<file path="src/rtl/pad_strip.sv">
module pad_strip #(
  parameter int PAD_BYTES = 6
) (
  input  logic        clk,
  input  logic        rst,
  input  logic        clear,
  input  logic [63:0] s_tdata,
  input  logic [3:0]  s_tuser,
  input  logic        s_tlast,
  input  logic        s_tvalid,
  output logic        s_tready,
  output logic [63:0] m_tdata,
  output logic [3:0]  m_tuser,
  output logic        m_tlast,
  output logic        m_tvalid,
  input  logic        m_tready
);

  localparam int KEEP   = 8 - PAD_BYTES;
  localparam int HOLD_W = KEEP * 8;

  typedef enum logic [1:0] {ST_HEAD, ST_BODY, ST_TAIL} st_t;

  st_t               st;
  logic [HOLD_W-1:0] hold;
  logic              sof_q;
  logic [2:0]        tail_code;

  logic [3:0] in_cnt;
  logic [3:0] merged_sum;
  logic [3:0] tail_sum;
  logic       fits;
  logic       unused_err;

  assign unused_err = s_tuser[3];
  assign in_cnt     = (s_tuser[2:0] == 3'd0) ? 4'd8 : {1'b0, s_tuser[2:0]};
  assign fits       = in_cnt <= 4'(PAD_BYTES);
  assign merged_sum = in_cnt + 4'(KEEP);
  assign tail_sum   = in_cnt - 4'(PAD_BYTES);

  always_comb begin
    s_tready = 1'b0;
    m_tvalid = 1'b0;
    m_tlast  = 1'b0;
    m_tdata  = {hold, s_tdata[63:HOLD_W]};
    m_tuser  = {sof_q, 3'd0};
    case (st)
      ST_HEAD: s_tready = 1'b1;
      ST_BODY: begin
        s_tready = m_tready;
        m_tvalid = s_tvalid;
        m_tlast  = s_tlast && fits;
        if (s_tlast && fits) m_tuser[2:0] = merged_sum[2:0];
      end
      ST_TAIL: begin
        m_tvalid = 1'b1;
        m_tlast  = 1'b1;
        m_tdata  = {hold, {(64-HOLD_W){1'b0}}};
        m_tuser  = {sof_q, tail_code};
      end
      default: ;
    endcase
  end

  always_ff @(posedge clk) begin
    if (rst || clear) begin
      st        <= ST_HEAD;
      hold      <= '0;
      sof_q     <= 1'b0;
      tail_code <= 3'd0;
    end else begin
      case (st)
        ST_HEAD: if (s_tvalid) begin
          hold  <= s_tdata[HOLD_W-1:0];
          sof_q <= 1'b1;
          if (!s_tlast) st <= ST_BODY;
          else if (!fits) begin
            st        <= ST_TAIL;
            tail_code <= tail_sum[2:0];
          end
        end
        ST_BODY: if (s_tvalid && m_tready) begin
          hold  <= s_tdata[HOLD_W-1:0];
          sof_q <= 1'b0;
          if (s_tlast) begin
            if (fits) st <= ST_HEAD;
            else begin
              st        <= ST_TAIL;
              tail_code <= tail_sum[2:0];
            end
          end
        end
        ST_TAIL: if (m_tready) begin
          st    <= ST_HEAD;
          sof_q <= 1'b0;
        end
        default: st <= ST_HEAD;
      endcase
    end
  end

endmodule

</file>
<file path="config.mk">
export PLATFORM = sky130hd
export DESIGN_NAME = pad_strip
export DESIGN_NICKNAME = d
export VERILOG_FILES = /design/src/rtl/pad_strip.sv
export SDC_FILE = /design/constraint.sdc
export NUM_CORES = 1
export LEC_CHECK = 0
export BUFFER_PORTS_ARGS = -buffer_cell sky130_fd_sc_hd__buf_4
export CELL_PAD_IN_SITES_DETAIL_PLACEMENT = 1
export CELL_PAD_IN_SITES_GLOBAL_PLACEMENT = 2
export CORE_UTILIZATION = 17
export CTS_BUF_LIST = sky130_fd_sc_hd__clkbuf_16
export DETAILED_ROUTE_END_ITERATION = 10
export GPL_ROUTABILITY_DRIVEN = 0
export PLACE_DENSITY = 0.86
export SLEW_MARGIN = 25
export SYNTH_ARGS = -nofsm -noshare
export SYNTH_HDL_FRONTEND = slang
export SYNTH_SLANG_ARGS = --single-unit
</file>
<file path="constraint.sdc">
create_clock -name clk -period 2.18 [get_ports clk]
set_input_delay 0.109 -clock clk [delete_from_list [all_inputs] [get_ports clk]]
set_output_delay 0.109 -clock clk [all_outputs]
set_load 0.02 [all_outputs]
</file>
Word level (Yosys, flattened, before mapping)
Index checks and enable logic that the tools add are counted.

Add/sub/neg operators: 2. Magnitude comparators: 1. Equal/unequal tests: 7. Multiplexer cells: 27. Reductions and logical operators: 10.

Operators by type and width (count): $mux 48 (1); $mux 16 (2); $pmux 16 s2 (1); $mux 3 (5); $mux 2 (7); $pmux 3 s2 (2); $ne 2x2->1 const B (4); $pmux 1 s2 (3); $pmux 2 s3 (1); $reduce_and 5->1 (1); $le 4x3->1 const B (1); $mux 4 (1); $reduce_and 4->1 (1); $add 3x2->3 const B (1); $logic_not 3->1 (1); $mux 1 (3); $ne 3x3->1 const B (1); $pmux 1 s3 (1); $reduce_and 3->1 (1); $reduce_bool 3->1 (1); $sub 3x3->3 const B (1); $eq 2x1->1 const B (1); $eq 2x2->1 const B (1); $logic_and 1x1->1 (2); other kinds (3) (3).

Register bits after elaboration: 22. Input port bits: 74. Word-level logic and storage cells: 51.

Logic depth before layout (Yosys ltp)
Gate-level depths: netlist (run 1).

Word-level depth: 7. Depth in mapped cells: 8. Depth with buffers taken out: 6.

Least setup slack after synthesis (run 1)
No wires, ideal clock.

Kind: flip-flop to flip-flop. From: register st[1]. To: register hold[6]. Arrival: 1499 ps. Path slack: 553 ps. Stages on the path, launching flop included: 9. Buffers on the path: 2. Period minus slack after synthesis: 1627 ps. Path through: dfxtp_1 inv_1 ha_1 buf_6 mux2_4 nand2_8 buf_12 mux2i_1 nor2_1.

Word-level cells in the longest chain between the ends: 3. Elaborated cells between the ends (all ways): 7. Those cells by class: eq/ne: 3; mux: 1; reduce/logical: 3.

RTL lines: start, declared (line 24) `st_t st;`; start signal, assigned (line 67) `st <= ST_HEAD;`; start signal, assigned (line 76) `if (!s_tlast) st <= ST_BODY;`; start signal, assigned (line 78) `st <= ST_TAIL;`; $eq 2x1->1 or $logic_not 2->1 (tied branches) (line 72) `case (st)`; $ne 2x2->1 (no line) or $reduce_bool 2->1 (tied branches); $reduce_and 3->1 (no line); end signal, assigned (line 74) `hold <= s_tdata[HOLD_W-1:0];`; end signal, assigned (line 83) `hold <= s_tdata[HOLD_W-1:0];`; end, declared (line 25) `logic [HOLD_W-1:0] hold;`.

Parallel ways exist; a longest one is shown, timed or not. A chain may end at the register's enable or synchronous reset.

Final worst setup path (run 1)
From: register st[0]. To: output m_tuser[0].

Word-level cells in the longest chain between the ends: 2. Elaborated cells between the ends (all ways): 3. Those cells by class: eq/ne: 2; mux: 1.

RTL lines: $eq 2x2->1 or $eq 2x1->1 (tied branches) (line 47) `case (st)`; $pmux 3 s2 (*) (line 47); end, declared (line 13) `output logic [3:0] m_tuser,`.

Mark *: on every way between the ends. The rest lies on a longest branch, timed or not.

==> results.md, run 1 <==
* Outcome: finished, final reports clean
* Overall Global Routing Usage at roughly a tenth
* Pwr dens at between 400 and 500 nW/um^2
* Post-synth EDFFs at 0
* Vias/cell at 4.10
* Layout Cells excl Fill at 410
* Global-route wire length before repair at between 7000 and 8000 um
* Row cnt at 33
* WL/cell at 12.6 um
* Clock root cell: clkbuf_16
* Vias in the first global route at ~1,600
* Post-Syn Area per Cell at approximately 8.8 um^2
* Worst reg-to-reg path cell count at 6
* Yosys warning count at 0
* Met1 Use GR at roughly an eighth
* Max Slew Vio Count at 0
* Worst path arrival time at roughly 1700 ps
* CP max FO at 8
* Maximum VDD drop at around 0.23 mV
* Number of remaining DRC errors at 0
* CP max stage delay at a little over 400 ps
* Cells along the critical path: inv_1 -> ha_1 -> and3_1 -> a31o_1 -> buf_4
* Leak pwr at about 0.0014 uW
* Buffer depth of the longest clock path at 2
* Top Family by Delay on Critical Path: adder cells
* Worst slew margin at approximately three quarters
* Most frequent cells in the layout: 146 x buf_4, 52 x nor2b_1, 23 x nor2_1, 22 x dfxtp_1, 16 x mux2i_1
* Register area share after synthesis at 30.0%
* DP HPWL at approximately 4200 um
* Post-CTS sizing at 0
* Setup TNS at 0 ps
* Worst Hold Path EP: hold[8]
* Post-CTS setup buffer count at 0
* # clock sinks at 22
* CTS Hold Bufs at 0
* Effective utilization at floorplan at 17.7%
* Final setup violation count at 0
* Height of the die at ~95 um
* Met2 usage at between 10% and 20%
* CP max-delay cell: ha_1
* Hold wc startpoint: s_tdata[8]
* Finished Core Util at between 30 and 40%
* Endpoint type of the worst setup path: output pin
* CTS H-tree lvls at 1
* Num ports at around 150
* R2r setup slk at around 510 ps
* Async set or reset register ratio after synthesis at 0%
* Busiest grt layer: met2
* CP Launch Type: flip-flop
* Fin crit period at between 1500 and 2000 ps
* Worst min path class: in -> reg
* Post-layout nets at 384
* Worst r2r src: st[0]
* Layout area overhead at 85.8%
* Crit Path Class: reg -> out
* TritonRoute pass-1 iters at 4
* TritonCTS buffer count at 3
* Syn Std Cell Area at about 1500 um^2
* DR vias at roughly 1,700
* Post-synth cell types at 42
* Syn Inst Count at about 170
* Most common cell after layout, fill and taps aside: buf_4
* Skew final at 4.27 ps
* Pin count of the biggest net entering global routing at 31
* Max Freq at ~560 MHz
* Fraction of layout cells with a size suffix above 1 at between 50% and 60%
* Slew @ Worst Pin at 401 ps
* Hold path depth at 3
* WP data required at 2070 ps
* Primary FF master, synth: dfxtp_1
* Die ar. at around 9000 um^2
* Clock transition at path regs at 60 ps
* Unrepaired setup endpoints after global routing: false
* Max cap viols at 0
* CTS tree: built
* Grt total ovfl at 0
* Number of buffers and inverters on the critical path at 2
* Post-route clock period utilization at roughly 80%
* Core area at between 8000 and 9000 um^2
* DRT antenna net count at 0
* Final Hold Fails at 0
* ANT cells at 0
* Drt total wl at 5160 um
* DRT iter0 DRCs at 43
* Grt met3 use at 2.90%
* Initial antenna violation count at 0
* Mapped Nets at about 250
* Die width at roughly 95 um
* Flops & latches, synth at 22
* Capturing point of the worst reg2reg path: hold[3]
* # placed instances at 406
* I/O Buffers at roughly 140
* Clk_lat worst skew at ~250 ps
-- stage by stage --
| stage | total power [uW] | instance area (um^2) | hold WS (ps) | setup WS, ps |
|---|---|---|---|---|
| 2_1_floorplan | 644 | 1470 | 253 | 553 |
| 3_3_place_gp | 849 | 2620 | 339 | 527 |
| 3_5_place_dp | 857 | 2620 | 348 | 496 |
| 4_1_cts | 1380 | 2720 | 80.2 | 354 |
| 5_1_grt | 1430 | 2720 | 86.6 | 269 |
| 6_report | 1360 | 2720 | 82.7 | 385 |
-- tightest hold or removal path, delay by kind of cell --
| kind | cells | cell delay, ps |
|---|---|---|
| buffers and inverters | 1 | 70 |
| multiplexers | 1 | 50 |
| AND/OR/NAND/NOR | 1 | 70 |
-- report_power, final --
part / switching [uW] / total (uW) / internal (uW)
Clock: 150 / 514 / 365
Sequential: 7.06 / 422 / 415
Combinational: 197 / 420 / 223
Total: 354 / 1360 / 1000
-- cell type report --
class                           instances  area [um^2]
Tap cell                              105          131
Fill cell                             998         5580
Sequential cell                        22          440
Inverter                                2         7.51
Timing Repair Buffer                  146         1100
Multi-Input combinational cell        131          943
Clock buffer                            3         75.1
Clock inverter                          1         30.0
-- registers in the layout (all words and copies together) (netlist names) --
register,cells
st,2
hold,16
sof_q,1
tail_code,3
-- per-layer routing --
metal	wire length (um)	share of wire, %
met5	0	0
met2	2790	54
met4	10	0.19
met1	1970	38
met3	384	7.4
-- cell usage after synthesis (2+ instances only) --
cell type	count	area, um^2
a211oi_1	2	15.0
a21oi_1	2	10.0
and3_1	3	18.8
buf_4	2	15.0
clkbuf_1	7	26.3
dfxtp_1	22	440
ha_1	4	50.1
inv_1	2	7.51
mux2i_1	16	160
nand4b_1	2	17.5
nor2_1	23	86.3
nor2b_1	52	325
-- cell families (layout without fill, tap and decap cells) --
kind of cell,count (synthesis),in the layout,share of synthesized area [%]
buffers and inverters,14,152,5.80
adders and majority gates,4,4,3.41
and+or+nand+nor,92,92,37.4
DFF,22,22,30.0
xor gates and xnor gates,1,1,0.597
muxes,17,17,11.9
AOI/OAI and AO/OA,17,17,10.8
-- worst max-delay path by stage --
stage / from / to / depth (start not counted)
global placement: st[0] / hold[6] / 6
detailed placement: st[0] / hold[3] / 6
finish: st[0] / m_tuser[0] / 5
CTS: st[0] / m_tuser[0] / 5
floorplan: st[1] / hold[6] / 8
global route: st[0] / m_tuser[0] / 5
(Power assumes the default switching activity.)
==> run 2, diff against run 1 <==
--- a/config.mk
+++ b/config.mk
@@ -8,11 +8,11 @@
 export BUFFER_PORTS_ARGS = -buffer_cell sky130_fd_sc_hd__buf_4
 export CELL_PAD_IN_SITES_DETAIL_PLACEMENT = 1
 export CELL_PAD_IN_SITES_GLOBAL_PLACEMENT = 2
-export CORE_UTILIZATION = 17
+export CORE_UTILIZATION = 16
 export CTS_BUF_LIST = sky130_fd_sc_hd__clkbuf_16
 export DETAILED_ROUTE_END_ITERATION = 10
 export GPL_ROUTABILITY_DRIVEN = 0
-export PLACE_DENSITY = 0.86
+export PLACE_DENSITY = 0.85
 export SLEW_MARGIN = 25
 export SYNTH_ARGS = -nofsm -noshare
 export SYNTH_HDL_FRONTEND = slang
==> constraint.sdc (replaced) <==
create_clock -name clk -period 1.6 [get_ports clk]
set_input_delay 0.08 -clock clk [delete_from_list [all_inputs] [get_ports clk]]
set_output_delay 0.08 -clock clk [all_outputs]
set_load 0.02 [all_outputs]
==> results.md, run 2 (synthesis gave the netlist of run 1 again) <==
* Outcome: finished, violations left
* Failing checks: design-rule violations
* Worst slew margin at 72.5% (-0.79 points)
* Maximum VDD drop at 0.359 mV (+58%)
* Final setup violation count at 0 (unchanged)
* Clk_lat worst skew at 250 ps (about the same)
* Hold wc startpoint: s_tdata[12]
* Global-route wire length before repair at 9000 um (+21%)
* Largest Register: hold
* Grt met3 use at 3.08% (+0.18 points)
* Worst r2r src: st[1]
* Final Hold Fails at 0 (unchanged)
* Leak pwr at 0.00144 uW (+6.1%)
* Hold path depth at 3 (unchanged)
* CTS tree: built
* # clock sinks at 22 (unchanged)
* Slew @ Worst Pin at 413 ps (+11.9 ps)
* Layout area overhead at 101%
* DP HPWL at 4260 um (+0.69%)
* Vias in the first global route at 1,866 (+19%)
* Num ports at 145 (unchanged)
* Largest register FFs at 16 (unchanged)
* Endpoint type of the worst setup path: output pin
* Clock root cell: clkbuf_16
* Most frequent cells in the layout: 147 x buf_4, 48 x nor2b_1, 23 x nor2_1, 20 x dfxtp_1, 16 x mux2i_1
* Max cap viols at 0 (unchanged)
* Busiest grt layer: met2
* Die width at 97.7 um (+3.0%)
* ANT cells at 0 (unchanged)
* Cells along the critical path: buf_6 -> ha_4 -> buf_12 -> and3_4 -> a31o_1 -> buf_6
* Crit path top cell by count: buf_6
* Clock transition at path regs at 60 ps (about the same)
* Worst Hold Path EP: hold[12]
* Pre-CTS WS at -32.1 ps (-528 ps)
* Unrepaired setup endpoints after global routing: true
* Overall power at 1690 uW (+25%)
* Number of remaining DRC errors at 32 (+32)
* Core area at 8810 um^2 (+6.1%)
* Pwr dens at 576 nW/um^2 (+16%)
* R2r setup slk at 80 ps (-430 ps)
* CP max FO at 8 (unchanged)
* Max Slew Vio Count at 0 (unchanged)
* Area post-placement at 2640 um^2 (+0.96%)
* Met2 usage at 22.2% (+2.7 points)
* TritonCTS buffer count at 3 (unchanged)
* Grt total ovfl at 0 (unchanged)
* Overall Global Routing Usage at 11.6% (+1.3 points)
* CP Launch Type: flip-flop
* Worst reg-to-reg path cell count at 7 (+1)
* DRT antenna net count at 0 (unchanged)
* Register area at 448 um^2 (+1.7%)
* Row cnt at 34 (+3.0%)
* Most common cell after layout, fill and taps aside: buf_4
* Max Freq at 633 MHz
* Initial antenna violation count at 0 (unchanged)
* Fraction of layout cells with a size suffix above 1 at 57.6% (+5.8 points)
* Die ar. at 9550 um^2 (+6.1%)
* Drt total wl at 5670 um (+10%)
* Final WS setup at 21.3 ps (-364 ps)
* Area of the multi-input gates at 1000 um^2 (+6.4%)
* Final hold slack at 58.3 ps (-24.4 ps)
* Met1 Use GR at 12.4% (+0.68 points)
* Pin count of the biggest net entering global routing at 28 (-9.7%)
* Buffer depth of the longest clock path at 2 (unchanged)
* WP data required at 1520 ps (-550 ps)
* Post-route clock period utilization at 98.7%
* Fillcell total at 1,053 (+5.5%)
* Vias/cell at 4.24 (+3.4%)
* I/O Buffers at 143 (unchanged)
* WL/cell at 13.4 um (+6.9%)
* Fin crit period at approximately 1600 ps
* Crit Path Class: reg -> out
* CTS Hold Bufs at 0 (unchanged)
* Top Registers: hold: 16 flops, tail_code: 3 flops, st: 2 flops
* TritonRoute pass-1 iters at 7 (+3)
* CTS H-tree lvls at 1 (unchanged)
* Final Cell Area at 2940 um^2 (+7.9%)
* DR vias at 1,790 (+6.4%)
* Skew final at 2.53 ps (-1.74 ps)
* Height of the die at 97.7 um (+3.0%)
* Capturing point of the worst reg2reg path: st[1]
* Effective utilization at floorplan at 16.7% (-1.0 points)
* DRT iter0 DRCs at 75 (+74%)
* Post-layout nets at 394 (+2.6%)
* CP max stage delay at 360 ps (-50 ps)
* Worst path arrival time at 1500 ps (-190 ps)
* Worst min path class: in -> reg
* CP max-delay cell: dfxtp_4
[run 2: cell types whose count changed in the layout (fill, tap and decap cells not counted), moves of 3 or more]
cell     before  now
buf_6         0    4
ha_4          0    3
nor2b_1      52   48
nor2b_2       0    4
[run 2: how the worst max path moves through the flow]
| stage | slack [ps] | cells after the start | to | from |
|---|---|---|---|---|
| final | 20 | 6 | m_tuser[0] | st[1] |
| after global placement | 30 | 6 | hold[2] | st[0] |
| after global routing | -40 | 5 | m_tdata[23] | st[1] |
| after floorplan | 20 | 8 | hold[6] | st[1] |
| after CTS | 7 | 6 | m_tuser[0] | st[1] |
| after detailed placement | -30 | 6 | hold[8] | st[0] |
[run 2: final cells by class]
type / count / share of cell area, %
inverters: 2 / 0.340
well taps: 108 / 4.60
clock buffers: 3 / 2.55
flip-flops and latches: 22 / 15.2
multi-input cells: 131 / 34.1
repair buffers: 156 / 43.1
[run 2: per-layer routing]
metal	vias up	part of all wire, %
li1	856	-
met1	824	38
met2	101	50
met3	9	10
met4	0	1.5
met5	-	0
[run 2: critical path: cells and delay by family, from the launching register on]
kind | cells | cell delay (ps)
and+or+nand+nor | 1 | 140
adders and majority gates | 1 | 170
DFF | 1 | 360
buffers and inverters | 3 | 390
AOI/OAI and AO/OA | 1 | 190
[run 2: timing repair]
item	in CTS	in global routing
setup buffers	5	2
pin swaps	1	3
cloned	2	0
endpoints found under the setup margin	23	20
resized for setup	16	8
[run 2: power breakdown]
group          total [uW]  internal [uW]  switching [uW]
registers             574            563            10.9
logic                 601            325             276
clock network         521            330             191
total                1690           1220             477
[run 2: metrics by stage]
stage | instances | util [%] | TNS (ps)
CTS | 420 | 32.9 | 0
global placement | 410 | 30.0 | 0
finish | 422 | 33.4 | 0
detailed placement | 410 | 30.0 | -263
global route | 422 | 33.4 | -293
floorplan | 167 | - | 0
